`src/rtl/cmdq_ctrl.sv`:
```
`timescale 1ns/1ps
module cmdq_ctrl #(
  parameter int CMD_BITS = 256
) (
  input  logic                clk,
  input  logic                rst_n,
  input  logic                reg_wr,
  input  logic [4:3]          reg_addr,
  input  logic [7:0]          reg_be,
  input  logic [63:0]         reg_wdata,
  output logic [63:0]         reg_rdata,
  output logic                mem_req,
  output logic [47:0]         mem_addr,
  input  logic                mem_rvalid,
  input  logic                mem_err,
  input  logic [CMD_BITS-1:0] mem_rdata,
  output logic                cmd_valid,
  output logic [CMD_BITS-1:0] cmd_data,
  input  logic                cmd_ready
);
  localparam int PTR_W = 15;
  localparam logic [63:0] BASE_KEEP = ~((64'hF << 48) | (64'hF << 12));

  typedef enum logic [1:0] {S_IDLE, S_FETCH, S_SEND} state_t;

  state_t            st_q;
  logic              en_q;
  logic [63:0]       base_q;
  logic [PTR_W-1:0]  wr_q, rd_q, rd_nxt, wr_fld;
  logic [PTR_W:0]    ring_slots, rd_inc;
  logic [63:0]       base_mrg;
  logic              step, base_wr, wr_ok;

  assign ring_slots = ({8'd0, base_q[7:0]} + 16'd1) << 7;
  assign step    = (st_q == S_FETCH && mem_rvalid && mem_err) || (st_q == S_SEND && cmd_ready);
  assign rd_inc  = {1'b0, rd_q} + 16'd1;
  assign rd_nxt  = step ? ((rd_inc == ring_slots) ? '0 : rd_inc[PTR_W-1:0]) : rd_q;

  always_comb begin
    for (int b = 0; b < 8; b++)
      base_mrg[8*b +: 8] = reg_be[b] ? reg_wdata[8*b +: 8] : base_q[8*b +: 8];
    for (int i = 0; i < PTR_W; i++)
      wr_fld[i] = reg_be[(i+5)/8] ? reg_wdata[i+5] : wr_q[i];
  end

  assign base_wr = reg_wr && reg_addr == 2'd1 && !en_q;
  assign wr_ok   = reg_wr && reg_addr == 2'd2 && ({1'b0, wr_fld} < ring_slots);

  always_ff @(posedge clk or negedge rst_n) begin
    if (!rst_n) begin
      st_q     <= S_IDLE;
      en_q     <= 1'b0;
      base_q   <= '0;
      wr_q     <= '0;
      rd_q     <= '0;
      cmd_data <= '0;
    end else begin
      rd_q <= rd_nxt;
      if (reg_wr && reg_addr == 2'd0 && reg_be[0]) en_q <= reg_wdata[0];
      if (base_wr) begin
        base_q <= base_mrg & BASE_KEEP;
        wr_q   <= rd_nxt;
      end else if (wr_ok) begin
        wr_q <= wr_fld;
      end
      case (st_q)
        S_IDLE:  if (en_q && rd_q != wr_q) st_q <= S_FETCH;
        S_FETCH: if (mem_rvalid) begin
                   if (mem_err) st_q <= S_IDLE;
                   else begin
                     cmd_data <= mem_rdata;
                     st_q     <= S_SEND;
                   end
                 end
        default: if (cmd_ready) st_q <= S_IDLE;
      endcase
    end
  end

  assign mem_req   = st_q == S_FETCH;
  assign cmd_valid = st_q == S_SEND;
  assign mem_addr  = {base_q[47:12], 12'd0} + {28'd0, rd_q, 5'd0};

  always_comb begin
    case (reg_addr)
      2'd0:    reg_rdata = {32'd0, rd_q == wr_q, 30'd0, en_q};
      2'd1:    reg_rdata = base_q;
      2'd2:    reg_rdata = {44'd0, wr_q, 5'd0};
      default: reg_rdata = {44'd0, rd_q, 5'd0};
    endcase
  end

  a_r3_base_locked: assert property (@(posedge clk) disable iff (!rst_n)
    en_q |=> $stable(base_q));
  a_r4_base_empties: assert property (@(posedge clk) disable iff (!rst_n)
    (reg_wr && reg_addr == 2'd1 && reg_rdata[0] == 1'b0 && !en_q) |=> (wr_q == rd_q));
  a_r8_rd_only_by_progress: assert property (@(posedge clk) disable iff (!rst_n)
    !$stable(rd_q) |-> $past((mem_req && mem_rvalid && mem_err) || (cmd_valid && cmd_ready)));
  a_r9_req_held: assert property (@(posedge clk) disable iff (!rst_n)
    (mem_req && !mem_rvalid) |=> (mem_req && $stable(mem_addr)));
  a_r9_fetch_needs_enable: assert property (@(posedge clk) disable iff (!rst_n)
    $rose(mem_req) |-> $past(en_q));
  a_r10_cmd_held: assert property (@(posedge clk) disable iff (!rst_n)
    (cmd_valid && !cmd_ready) |=> (cmd_valid && $stable(cmd_data)));
endmodule

```
`config.mk`:
```
export PLATFORM = sky130hd
export DESIGN_NAME = cmdq_ctrl
export DESIGN_NICKNAME = d
export VERILOG_FILES = /design/src/rtl/cmdq_ctrl.sv
export SDC_FILE = /design/constraint.sdc
export NUM_CORES = 1
export LEC_CHECK = 0
export BUFFER_PORTS_ARGS = -buffer_cell sky130_fd_sc_hd__buf_2
export CORE_AREA = 2 2 276 278
export CTS_CLUSTER_DIAMETER = 50
export DETAILED_ROUTE_END_ITERATION = 12
export DIE_AREA = 0 0 278 280
export REMOVE_ABC_BUFFERS = 1
export SLEW_MARGIN = 40
export SYNTH_ARGS = -nofsm -noshare
export SYNTH_HDL_FRONTEND = slang
export SYNTH_SLANG_ARGS = --single-unit
```
`constraint.sdc`:
```
create_clock -name clk -period 3.1 [get_ports clk]
set_input_delay 0.155 -clock clk [delete_from_list [all_inputs] [get_ports clk]]
set_output_delay 0.155 -clock clk [all_outputs]
set_load 0.02 [all_outputs]
```
## Word-level counts from Yosys, hierarchy flattened

Cells that the tools add are included.

| word-level totals | value |
|---|---|
| flip-flop bits (word level) | 345 |
| bits in latches | 0 |
| memory bits (writable) | 0 |
| ROM bits | 0 |
| input port bits | 336 |
| output and inout bits | 370 |
| word-level logic and storage cells | 78 |
| memories kept | 0 |

| cells by class | value |
|---|---|
| add/subtract/negate cells | 3 |
| multipliers | 0 |
| divide/modulo/power cells | 0 |
| order comparisons | 1 |
| equality and inequality tests | 9 |
| shift operators | 0 |
| multiplexer cells | 25 |
| bitwise logic cells | 1 |
| reduce and logical (&&, ||, !) cells | 26 |

Operators by type and width:

| operator | count |
|---|---|
| one-hot mux 64 bit (3 select lines) | 1 |
| two-way mux 15 bit | 4 |
| adder 48 x 20 -> 48 bit | 1 |
| adder 15 x 1 -> 16 bit, second input constant | 1 |
| equality test 16 bit | 1 |
| < comparator 15 x 16 -> 1 bit | 1 |
| AND reduction 2 bit | 8 |
| equality test 15 bit | 1 |
| two-way mux 1 bit | 15 |
| inequality test 15 bit | 1 |
| logical AND 1 bit | 10 |
| adder 8 x 1 -> 9 bit, second input constant | 1 |
| two-way mux 2 bit | 4 |
| AND reduction 3 bit | 2 |
| equality test 2 x 1 -> 1 bit, second input constant | 2 |
| equality test 2 bit, second input constant | 2 |
| zero test 2 bit | 2 |
| one-hot mux 2 bit (2 select lines) | 1 |
| nonzero test 3 bit | 1 |
| inequality test 2 x 1 -> 1 bit, second input constant | 1 |
| inequality test 2 bit, second input constant | 1 |
| nonzero test 2 bit | 1 |
| zero test 1 bit | 1 |
| logical OR 1 bit | 1 |
| NOT 1 bit | 1 |

## Longest topological paths before layout

Gate-level depths: netlist of the first run.

| logic depth | value |
|---|---|
| depth in word-level cells | 6 |
| depth in mapped cells | 13 |
| mapped depth without buffers | 12 |

## Worst setup path after synthesis of the first run

Ideal clock, no wire load.

| path | value |
|---|---|
| path type | register to output |
| start point | register rd_q[12] |
| end point | output port mem_addr[42] |
| arrival | 2.496 ns |
| required time | 2.945 ns |
| slack | 0.449 ns |
| cell stages (with the launch flop) | 12 |
| path buffers | 2 |
| cells stage by stage | dfrtp_1 > buf_2 > inv_1 > fa_1 > inv_1 > a21oi_1 > o21bai_1 > and4_1 > clkbuf_1 > nand4_1 > nor2_1 > xor2_1 |

| on the way | value |
|---|---|
| cells in the longest elaborated chain, start to end | 1 |

RTL lines:

| item | line | RTL |
|---|---|---|
| from (decl) | 29 | `logic [PTR_W-1:0] wr_q, rd_q, rd_nxt, wr_fld;` |
| from (signal assigned) | 58 | `rd_q <= rd_nxt;` |
| adder 48 x 20 -> 48 bit | 82 | `assign mem_addr = {base_q[47:12], 12'd0} + {28'd0, rd_q, 5'd0};` |
| to (decl) | 13 | `output logic [47:0] mem_addr,` |

Every way passes these cells.

## Worst setup path in the final report of the first run

| path | value |
|---|---|
| start point | register base_q[16] |
| end point | output port mem_addr[42] |

| on the way | value |
|---|---|
| cells in the longest elaborated chain, start to end | 1 |

RTL lines:

| item | line | RTL |
|---|---|---|
| from (decl) | 28 | `logic [63:0] base_q;` |
| from (signal assigned) | 61 | `base_q <= base_mrg & BASE_KEEP;` |
| adder 48 x 20 -> 48 bit | 82 |  |

Every way passes these cells.

==> reports/metrics.yaml, run 1 <==
outcome: "finished, final reports clean"
min_path_type: "input pin to register"
leakage_nw: 12.1
clk_path_buf_depth: 3
clock_latency_ns: 0.61
synth_mux_area_frac: 0.251
io_buffers: 692
ir_drop_v: 0.000594
skew_ns: 0.0238
grt_overflow: 0
clock-sinks: 345
dp_cells: 2823
grt_start_max_net_pins: 75
drtIter0Drc: 528
grt_usage: 0.156
worstPathRequired_ns: 2.94
dieArea_sq_um: 77800
seq_area_frac_synth: 0.556
synth_fa_ha_area_frac: 0.0118
relSlewSlack: 0.528
critPathCaptureType: "primary output"
worst_pin_slew_ns: 0.701
power_density_nw_per_um2: 943
ys_types: 53
gp_congestion: 0.876
synth_simple_gate_area_share: 0.0771
synth-compound-area-share: 0.0351
fill_cells: 7418
cts_tree: "yes"
area_growth_syn_to_layout_pct: 65.6
cp_max_fo: 4
synth_edf_count: 0
synthXorXnorAreaFrac: 0.0409
synth_top_family_by_area: "multiplexers"
antenna_left: 0
die_x_microns: 278
wl_per_cell_microns: 19.4
syn_avg_cell_area_sq_um: 13.2
power_mw: 24.2
fmax_ghz: 0.332
cts_buffers: 54
synthArstFlopShare: 1.00
ys_seq_elements: 345
place_hpwl_microns: 47400
grt_pass1_wl_microns: 91800
dr_total_vias: 13584
slew_violations: 0
post-route-min-period_ns: 3.01
ys.flop_type: "dfrtp_1"
maxCapViolations: 0
finalSetupViolCount: 0
grt_setup_unrepaired: "yes"
ios: 706
final_common_cell: "buf_2"
vias_per_cell: 4.15
final_cell_mix: "buf_2, dfrtp_1, mux2_2"
regArea_sq_um: 8630
clock-root-buffer: "clkbuf_16"
drive_gt1_frac: 0.526
first_global_vias: 14429
arrival_ns: 2.86
synth_warnings: 0
finalNetCount: 2585
antenna_found_initial: 21
hold_viol_final: 0
multi_input_area_sq_um: 6520
crit_type: "register to primary output"
post-route-drc-count: 0
netlist_area_sq_um: 15500
fp-row-count: 101
final_cells: 3270
cts.clk_slew.worst_paths_ns: 0.05
critPathLaunchType: "register"
syn_inst: 1173
die_h_microns: 280
initial_core_util: 0.206
first_pass_iters: 7
htreeDepth: 2
timing.final.crit_share: 0.971
routed_wl_microns: 63300
core_area_sq_um: 75200
==> metrics by stage <==
| step | instance area [sq um] | hold WS, ns | util | setup TNS [ns] | setup slack [ns] |
|---|---|---|---|---|---|
| 2_1_floorplan | 15200 | -0.141 | - | -2498.32 | -9.76 |
| 6_report | 25700 | 0.132 | 0.342 | 0 | 0.0898 |
| 3_5_place_dp | 20400 | 0.209 | 0.271 | 0 | 0.262 |
| 5_1_grt | 25700 | 0.109 | 0.342 | -0.253 | -0.0860 |
| 3_3_place_gp | 20400 | 0.212 | 0.271 | 0 | 0.318 |
| 4_1_cts | 25600 | 0.0609 | 0.341 | 0 | 0.0000759 |
==> report_power, final <==
group          internal (mW)  switching (mW)
clock network           4.16            2.42
logic                   4.17            5.60
registers               6.58            1.30
total                   14.9            9.32
==> cells in the mapped netlist, drive strengths merged (8+ instances only) <==
library cell | instances | area, sq um
dfrtp | 345 | 8630
mux2 | 332 | 3740
clkbuf | 52 | 195
xnor2 | 51 | 447
and2 | 47 | 294
nand2 | 38 | 143
nor2 | 35 | 134
nand3 | 31 | 155
buf | 30 | 198
a21oi | 21 | 105
nor3 | 19 | 100
o21ai | 19 | 95.1
xor2 | 19 | 166
mux2i | 15 | 150
a22o | 13 | 114
ha | 13 | 163
nand4 | 13 | 87.6
inv | 12 | 45.0
and3 | 11 | 68.8
nor2b | 8 | 50.1
==> repair_timing <==
| item | in CTS | in global routing |
|---|---|---|
| pin swaps | 5 | 6 |
| resized for setup | 8 | 8 |
| endpoints found under the hold margin | 390 | 0 |
| setup endpoints to repair | 12 | 14 |
| cloned | 0 | 0 |
| hold buffers | 327 | 0 |
| buffers inserted | 3 | 4 |
==> worst paths after layout <==
| path | from | end | slack, ns | cells past startpoint |
|---|---|---|---|---|
| max | base_q[16]$_DFFE_PN0P_ | mem_addr[42] | 0.09 | 11 |
| min | reg_be[2] | wr_q[11]$_DFFE_PN0P_ | 0.13 | 4 |
| max reg2reg | base_q[1]$_DFFE_PN0P_ | wr_q[12]$_DFFE_PN0P_ | 0.25 | 12 |
| min reg2reg | base_q[63]$_DFFE_PN0P_ | base_q[63]$_DFFE_PN0P_ | 0.49 | 1 |
| max in group asynchronous | rst_n | cmd_data[136]$_DFFE_PN0P_ | 1.96 | 3 |
| min in group asynchronous | rst_n | wr_q[1]$_DFFE_PN0P_ | 0.16 | 2 |
==> state kept, by name (all words and copies together) (netlist names) <==
name,flops
rd_q,15
st_q,2
base_q,56
en_q,1
wr_q,15
cmd_data,256
==> routing by layer <==
layer | vias to the layer above | track usage | routed length, microns
met3 | 118 | 0.0515 | 5100
met4 | 4 | 0.0625 | 2420
li1 | 6281 | - | -
met1 | 6621 | 0.174 | 24100
met2 | 560 | 0.274 | 31700
met5 | - | 0 | 22
==> critical path, cell delays in order (launching register included) <==
cell and delay [ns]:
dfrtp_1 0.35, ha_2 0.19, inv_2 0.04, fa_2 0.34
inv_2 0.06, a21oi_2 0.05, o21bai_2 0.16, and4_4 0.27
nand4_1 0.26, nor2_1 0.21, xor2_1 0.17, buf_4 0.16
==> logic make-up after synthesis <==
| family | count (synthesis) |
|---|---|
| adder cells (fa/ha/maj) | 14 |
| multiplexers | 347 |
| other | 1 |
| buffers and inverters | 94 |
| flip-flops | 345 |
| AO/OA/AOI/OAI | 80 |
| XOR/XNOR | 71 |
| AND/OR/NAND/NOR | 221 |
==> cell type report <==
type	count	area share
antenna	13	0.00127
clock buffer	68	0.0574
clock inverter	32	0.0191
inverter	12	0.00175
multi-input combinational	742	0.254
sequential	345	0.336
tap	978	0.0476
timing repair buffer	1080	0.283
Power figures use the tool's default switching activity.
==> run 2: changes to the inputs <==
--- a/config.mk
+++ b/config.mk
@@ -5,7 +5,9 @@
 export SDC_FILE = /design/constraint.sdc
 export NUM_CORES = 1
 export LEC_CHECK = 0
+export ABC_AREA = 1
 export BUFFER_PORTS_ARGS = -buffer_cell sky130_fd_sc_hd__buf_2
+export CAP_MARGIN = 20
 export CORE_AREA = 2 2 276 278
 export CTS_CLUSTER_DIAMETER = 50
 export DETAILED_ROUTE_END_ITERATION = 12
==> run 2 against run 1 <==
Compared with the run above: the run now ends with negative setup slack left; core utilization up 0.22 points; critical path depth up 4; via count up 9.2%; critical path type unchanged; largest cell class unchanged.
==> reports/metrics.yaml, run 2 <==
crit_type: "register to primary output"
grt_start_max_net_pins: 91
r2r_cells: 16
synth_simple_gate_area_share: 0.128
htreeDepth: 2
pwr-share-seq: 0.333
grt_overflow: 0
skew_ns: 0.0327
synth_warnings: 0
synth.most_common_cell: "dfrtp_1"
synthArstFlopShare: 1.00
fin_hold_ws_ns: 0.0621
place_hpwl_microns: 48800
core_area_sq_um: 75200
leakage_nw: 12.8
synth_edf_count: 0
fin_util: 0.344
ys_types: 37
relSlewSlack: 0.471
cts_buffers: 56
final_common_cell: "buf_2"
ys_top_cells_by_count: "dfrtp_1, mux2_2, nand2_1, nor2_1, inv_1"
synthTopCellsByArea: "dfrtp_1, mux2_2, nand2_1"
largest_register_ffs: 256
antenna_left: 0
clk_path_buf_depth: 3
cts_tree: "yes"
slew_violations: 0
die_x_microns: 278
min_path_type: "input pin to register"
hold_viol_final: 0
first_global_vias: 15482
power_mw: 22.8
clock-sinks: 345
worstReg2RegStart: "base_q[1]$_DFFE_PN0P_"
drive_gt1_frac: 0.462
fin_ws_ns: -0.0992
grt_usage: 0.160
worst_pin_slew_ns: 0.793
syn_inst: 1430
outcome: "finished, violations left"
reg2reg_slack_ns: 0.19
initial_core_util: 0.208
vias_per_cell: 4.20
dr_total_vias: 14827
first_pass_iters: 6
net-switching-power_mw: 8.97
area_growth_syn_to_layout_pct: 65.7
cts.clk_slew.worst_paths_ns: 0.06
intPower_mw: 13.8
netlist_area_sq_um: 15600
yosys.area.top_type: "dfrtp_1"
clock-root-buffer: "clkbuf_16"
netlist.area_leader.share: 0.553
die_h_microns: 280
post-route-min-period_ns: 3.20
arrival_ns: 3.04
synth_mux_area_frac: 0.190
grt_setup_unrepaired: "yes"
seq_area_frac_synth: 0.553
holdPathEnd: "wr_q[7]$_DFFE_PN0P_"
post-route-drc-count: 0
synthXorXnorAreaFrac: 0.0252
hold_start: "reg_wdata[12]"
syn_avg_cell_area_sq_um: 10.9
grt_pass1_wl_microns: 95000
regMostFlops: "cmd_data"
ys.flop_type: "dfrtp_1"
post-place-ws_ns: 0.121
maxCapViolations: 0
p_clk_frac: 0.280
switching_share: 0.393
drtIter0Drc: 778
wl_per_cell_microns: 18.4
cp_max_fo: 3
finalSetupViolCount: 4
worstPathRequired_ns: 2.94
clock_latency_ns: 0.60
finalNetCount: 2843
synth-compound-area-share: 0.0393
ir_drop_v: 0.000703
final_cell_mix: "buf_2, dfrtp_1, dlygate4sd3_1"
ys_seq_elements: 345
routed_wl_microns: 65000
fmax_ghz: 0.313
synth_top_family_by_area: "multiplexers"
io_buffers: 692
dieArea_sq_um: 77800
critPathCaptureType: "primary output"
timing.final.crit_share: 1.03
pwr-share-comb: 0.388
worstReg2RegEnd: "wr_q[14]$_DFFE_PN0P_"
gp_congestion: 0.907
power_density_nw_per_um2: 882
largestRegisters: "cmd_data: 256 flops, base_q: 56 flops"
ios: 706
antenna_found_initial: 25
critPathLaunchType: "register"
synth_fa_ha_area_frac: 0.0117
fp-row-count: 101
holdPathStages: 7
violations: "negative setup slack"
run 2: cell count changes after synthesis, moves of 40 or more:
cell / change
a21oi_1: +40
and2_1: -47
inv_1: +105
mux2_2: -69
nand2_1: +164
nor2_1: +101
run 2: worst max-delay path, cell delays in order (launching register included):
cell and delay [ns]:
dfrtp_1 0.35, ha_2 0.19, inv_2 0.04, fa_2 0.32, nand3b_1 0.17, nand2_2 0.10
nand3_4 0.08, nor2_4 0.12, nand2_2 0.09, nor2_4 0.13, nand2_4 0.08, nor2_4 0.16
nand2_2 0.08, nor2_2 0.10, xor2_1 0.21, buf_4 0.20
run 2: power by group through the flow:
| stage | Sequential [mW] | Clock (mW) | Combinational (mW) |
|---|---|---|---|
| 2_1_floorplan | 9.61 | 0 | 3.10 |
| 3_3_place_gp | 7.51 | 0 | 8.41 |
| 3_5_place_dp | 7.59 | 0 | 8.41 |
| 4_1_cts | 7.56 | 6.53 | 8.84 |
| 5_1_grt | 7.82 | 6.72 | 9.44 |
| 6_report | 7.59 | 6.38 | 8.84 |
run 2: worst max-delay path by stage:
stage	from	endpoint	slack, ns	cells past startpoint
after CTS	base_q[16]$_DFFE_PN0P_	mem_addr[46]	-0.25	15
after detailed placement	base_q[16]$_DFFE_PN0P_	mem_addr[46]	0.12	15
final	base_q[16]$_DFFE_PN0P_	mem_addr[46]	-0.1	15
after floorplan	st_q[1]$_DFFE_PN0P_	cmd_data[0]$_DFFE_PN0P_	-5.73	3
after global placement	base_q[16]$_DFFE_PN0P_	mem_addr[46]	0.17	15
after global routing	base_q[16]$_DFFE_PN0P_	mem_addr[46]	-0.25	15
run 2: timing repair:
action / 4_1_cts / 5_1_grt
pin swaps: 10 / 13
setup endpoints to repair: 16 / 30
hold buffers: 324 / 1
setup buffers: 8 / 7
resized for setup: 33 / 25
gates cloned: 0 / 1
endpoints found under the hold margin: 395 / 6
run 2: kinds of logic (layout without fill, tap and decap cells):
kind of cell / after synthesis / count (layout)
simple gates: 460 / 460
flops: 345 / 345
mux: 263 / 263
buf+inv: 190 / 1288
compound gates: 112 / 112
xor+xnor: 45 / 45
fa+ha+maj: 14 / 14
other cells: 1 / 27
run 2: final cells by class:
cell class / count / area [sq um]
multi-input combinational: 903 / 6360
inverter: 120 / 454
clock inverter: 33 / 423
timing repair inverter: 1 / 5.00
timing repair buffer: 1066 / 7220
sequential: 345 / 8630
tap: 978 / 1220
antenna: 18 / 45.0
fill: 7524 / 49300
clock buffer: 68 / 1510
run 2: per-layer routing:
layer / track usage / vias to the layer above / part of all wire
met3: 0.0525 / 156 / 0.083
met5: 0 / - / 0.00043
met1: 0.182 / 7191 / 0.38
met4: 0.0750 / 6 / 0.041
met2: 0.273 / 621 / 0.49
li1: - / 6853 / -
run 2: stage by stage:
stage	TNS, ns	instance area (sq um)	cells
3_3_place_gp	0	20300	3071
2_1_floorplan	-1472.27	15300	1368
6_report	-0.211	25900	3532
3_5_place_dp	0	20300	3071
4_1_cts	-0.886	25600	3504
5_1_grt	-1.30	25900	3526
==> run 3: changes to the inputs <==
==> constraint.sdc (replaced) <==
create_clock -name clk -period 3.1 [get_ports clk]
set_input_delay 0.31 -clock clk [delete_from_list [all_inputs] [get_ports clk]]
set_output_delay 0.31 -clock clk [all_outputs]
set_load 0.02 [all_outputs]
==> run 3 against run 2 <==
Compared with the run above: the flow still finishes with violations (negative setup slack); global-route usage up 0.18 points; final cell count down 0.31%; critical path type unchanged; flip-flop and latch count unchanged; largest cell class unchanged; combinational power about the same; routed wire length up 0.80%; hold slack worse by 0.0072 ns; largest power group unchanged.
==> reports/metrics.yaml, run 3 (synthesis gave the netlist of run 2 again) <==
cpPeakStageDelay_ns: 0.35
timing.final.crit_share: 1.08
place_hpwl_microns: 49400
io_buffers: 692
drtIter0Drc: 673
fin_setup_tns_ns: -1.82
regMostFlops: "cmd_data"
outcome: "finished, violations left"
antenna_left: 0
wl_per_cell_microns: 18.6
worst_pin_slew_ns: 0.768
crit_family: "simple AND/OR/NAND/NOR gates"
net-switching-power_mw: 8.97
core_area_sq_um: 75200
pwr-share-seq: 0.333
vias_per_cell: 4.18
power_mw: 22.7
initial_core_util: 0.208
area_growth_syn_to_layout_pct: 66.1
hold_viol_final: 0
finalNetCount: 2835
cp.depth: 15
final_common_cell: "buf_2"
first_pass_iters: 5
drive_gt1_frac: 0.468
holdPathStages: 3
htreeDepth: 2
crit_type: "register to primary output"
clock-sinks: 345
r2r_cells: 15
clk_path_buf_depth: 3
skew_ns: 0.0321
ios: 706
clock-root-buffer: "clkbuf_16"
grt_pass1_wl_microns: 95900
routed_wl_microns: 65500
power_density_nw_per_um2: 877
cp_slowest_cell: "dfrtp_1"
cp_common_cell: "nor2_4"
ir_drop_v: 0.000660
antenna_found_initial: 24
switching_share: 0.394
maxCapViolations: 0
final_cell_mix: "buf_2, dfrtp_1, dlygate4sd3_1"
die_h_microns: 280
grt_start_max_net_pins: 93
arrival_ns: 3.04
grt_usage: 0.162
post-route-drc-count: 0
dp_cells: 3077
fin_ws_ns: -0.254
die_x_microns: 278
cp_max_fo: 3
cts_buffers: 54
cts_tree: "yes"
grt_overflow: 0
fmax_ghz: 0.298
finalSetupViolCount: 10
cts.clk_slew.worst_paths_ns: 0.06
p_clk_frac: 0.277
fp-row-count: 101
relSlewSlack: 0.488
cp_cell_sequence: "ha_2 -> inv_2 -> fa_2 -> nand3b_1 -> nand2_2 -> nand3_4 -> nor2_4 -> nand2_2 -> nor2_4 -> nand2_4 -> nor2_4 -> nand2_2 -> nor2_4 -> xor2_2 -> buf_6"
intPower_mw: 13.8
final_cells: 3521
first_global_vias: 15762
largestRegisters: "cmd_data: 256 flops, base_q: 56 flops"
critPathBufInv: 2
fill_cells: 7483
dr_total_vias: 14702
min_path_type: "input pin to register"
worstPathRequired_ns: 2.79
gp_congestion: 0.917
largest_register_ffs: 256
critPathLaunchType: "register"
clock_latency_ns: 0.61
pwr-share-comb: 0.390
dieArea_sq_um: 77800
leakage_nw: 12.8
critPathCaptureType: "primary output"
grt_setup_unrepaired: "yes"
violations: "negative setup slack"
post-route-min-period_ns: 3.35
slew_violations: 0
-- run 3: worst register-to-register path, stage by stage (launching register included) --
cell     delay (ns)
dfrtp_1        0.41
ha_1           0.23
nand2_1        0.10
nor2_2         0.19
xor2_2         0.20
inv_1          0.08
ha_1           0.33
a21oi_1        0.16
o21a_1         0.13
nor2_1         0.04
nor2_1         0.26
nand4_1        0.25
o21ai_0        0.25
nand2_1        0.07
nand2_1        0.07
inv_1          0.04
-- run 3: worst paths after layout --
| check | start | to | slack, ns |
|---|---|---|---|
| min reg2reg | cmd_data[252]$_DFFE_PN0P_ | cmd_data[252]$_DFFE_PN0P_ | 0.50 |
| min in group asynchronous | rst_n | rd_q[10]$_DFF_PN0_ | 0.22 |
| max | rd_q[11]$_DFF_PN0_ | mem_addr[46] | -0.25 |
| max in group asynchronous | rst_n | cmd_data[100]$_DFFE_PN0P_ | 1.98 |
| min | reg_be[0] | base_q[5]$_DFFE_PN0P_ | 0.05 |
| max reg2reg | base_q[1]$_DFFE_PN0P_ | wr_q[1]$_DFFE_PN0P_ | 0.20 |
-- run 3: area by class of cell --
type                            instances  area [sq um]  share of cell area
Antenna cell                           15          37.5             0.00145
Clock buffer                           63          1470              0.0565
Clock inverter                         36           414              0.0160
Inverter                              120           454              0.0175
Multi-Input combinational cell        903          6440               0.248
Sequential cell                       345          8630               0.333
Tap cell                              978          1220              0.0472
Timing Repair Buffer                 1060          7260               0.280
Timing Repair inverter                  1          7.51            0.000289
-- run 3: metal layers --
metal,vias up,GRT usage,part of all wire
li1,6835,-,-
met1,7148,0.175,0.37
met2,573,0.285,0.51
met3,136,0.0642,0.093
met4,10,0.0610,0.032
met5,-,0,0.00085
-- run 3: power by group through the flow --
stage          Sequential [mW]  Combinational [mW]  Clock (mW)
2_1_floorplan             9.61                3.10           0
3_3_place_gp              7.50                8.40           0
3_5_place_dp              7.58                8.43           0
4_1_cts                   7.55                8.87        6.45
5_1_grt                   7.83                9.49        6.65
6_report                  7.58                8.87        6.29
-- run 3: repair_timing --
action,in CTS,in global routing
cloned,0,1
setup buffers,10,6
resized for setup,60,24
hold buffers,313,0
pin swaps,13,13
hold endpoints to repair,423,0
setup endpoints to repair,21,33
-- run 3: metrics by stage --
| stage | worst slack, ns | util | hold WS (ns) | cell area, sq um |
|---|---|---|---|---|
| 2_1_floorplan | -5.73 | - | 0.0144 | 15300 |
| 5_1_grt | -0.436 | 0.345 | 0.0132 | 25900 |
| 4_1_cts | -0.395 | 0.342 | 0.00464 | 25700 |
| 3_5_place_dp | 0.00740 | 0.271 | 0.249 | 20400 |
| 3_3_place_gp | 0.0939 | 0.271 | 0.429 | 20400 |
| 6_report | -0.254 | 0.345 | 0.0549 | 25900 |
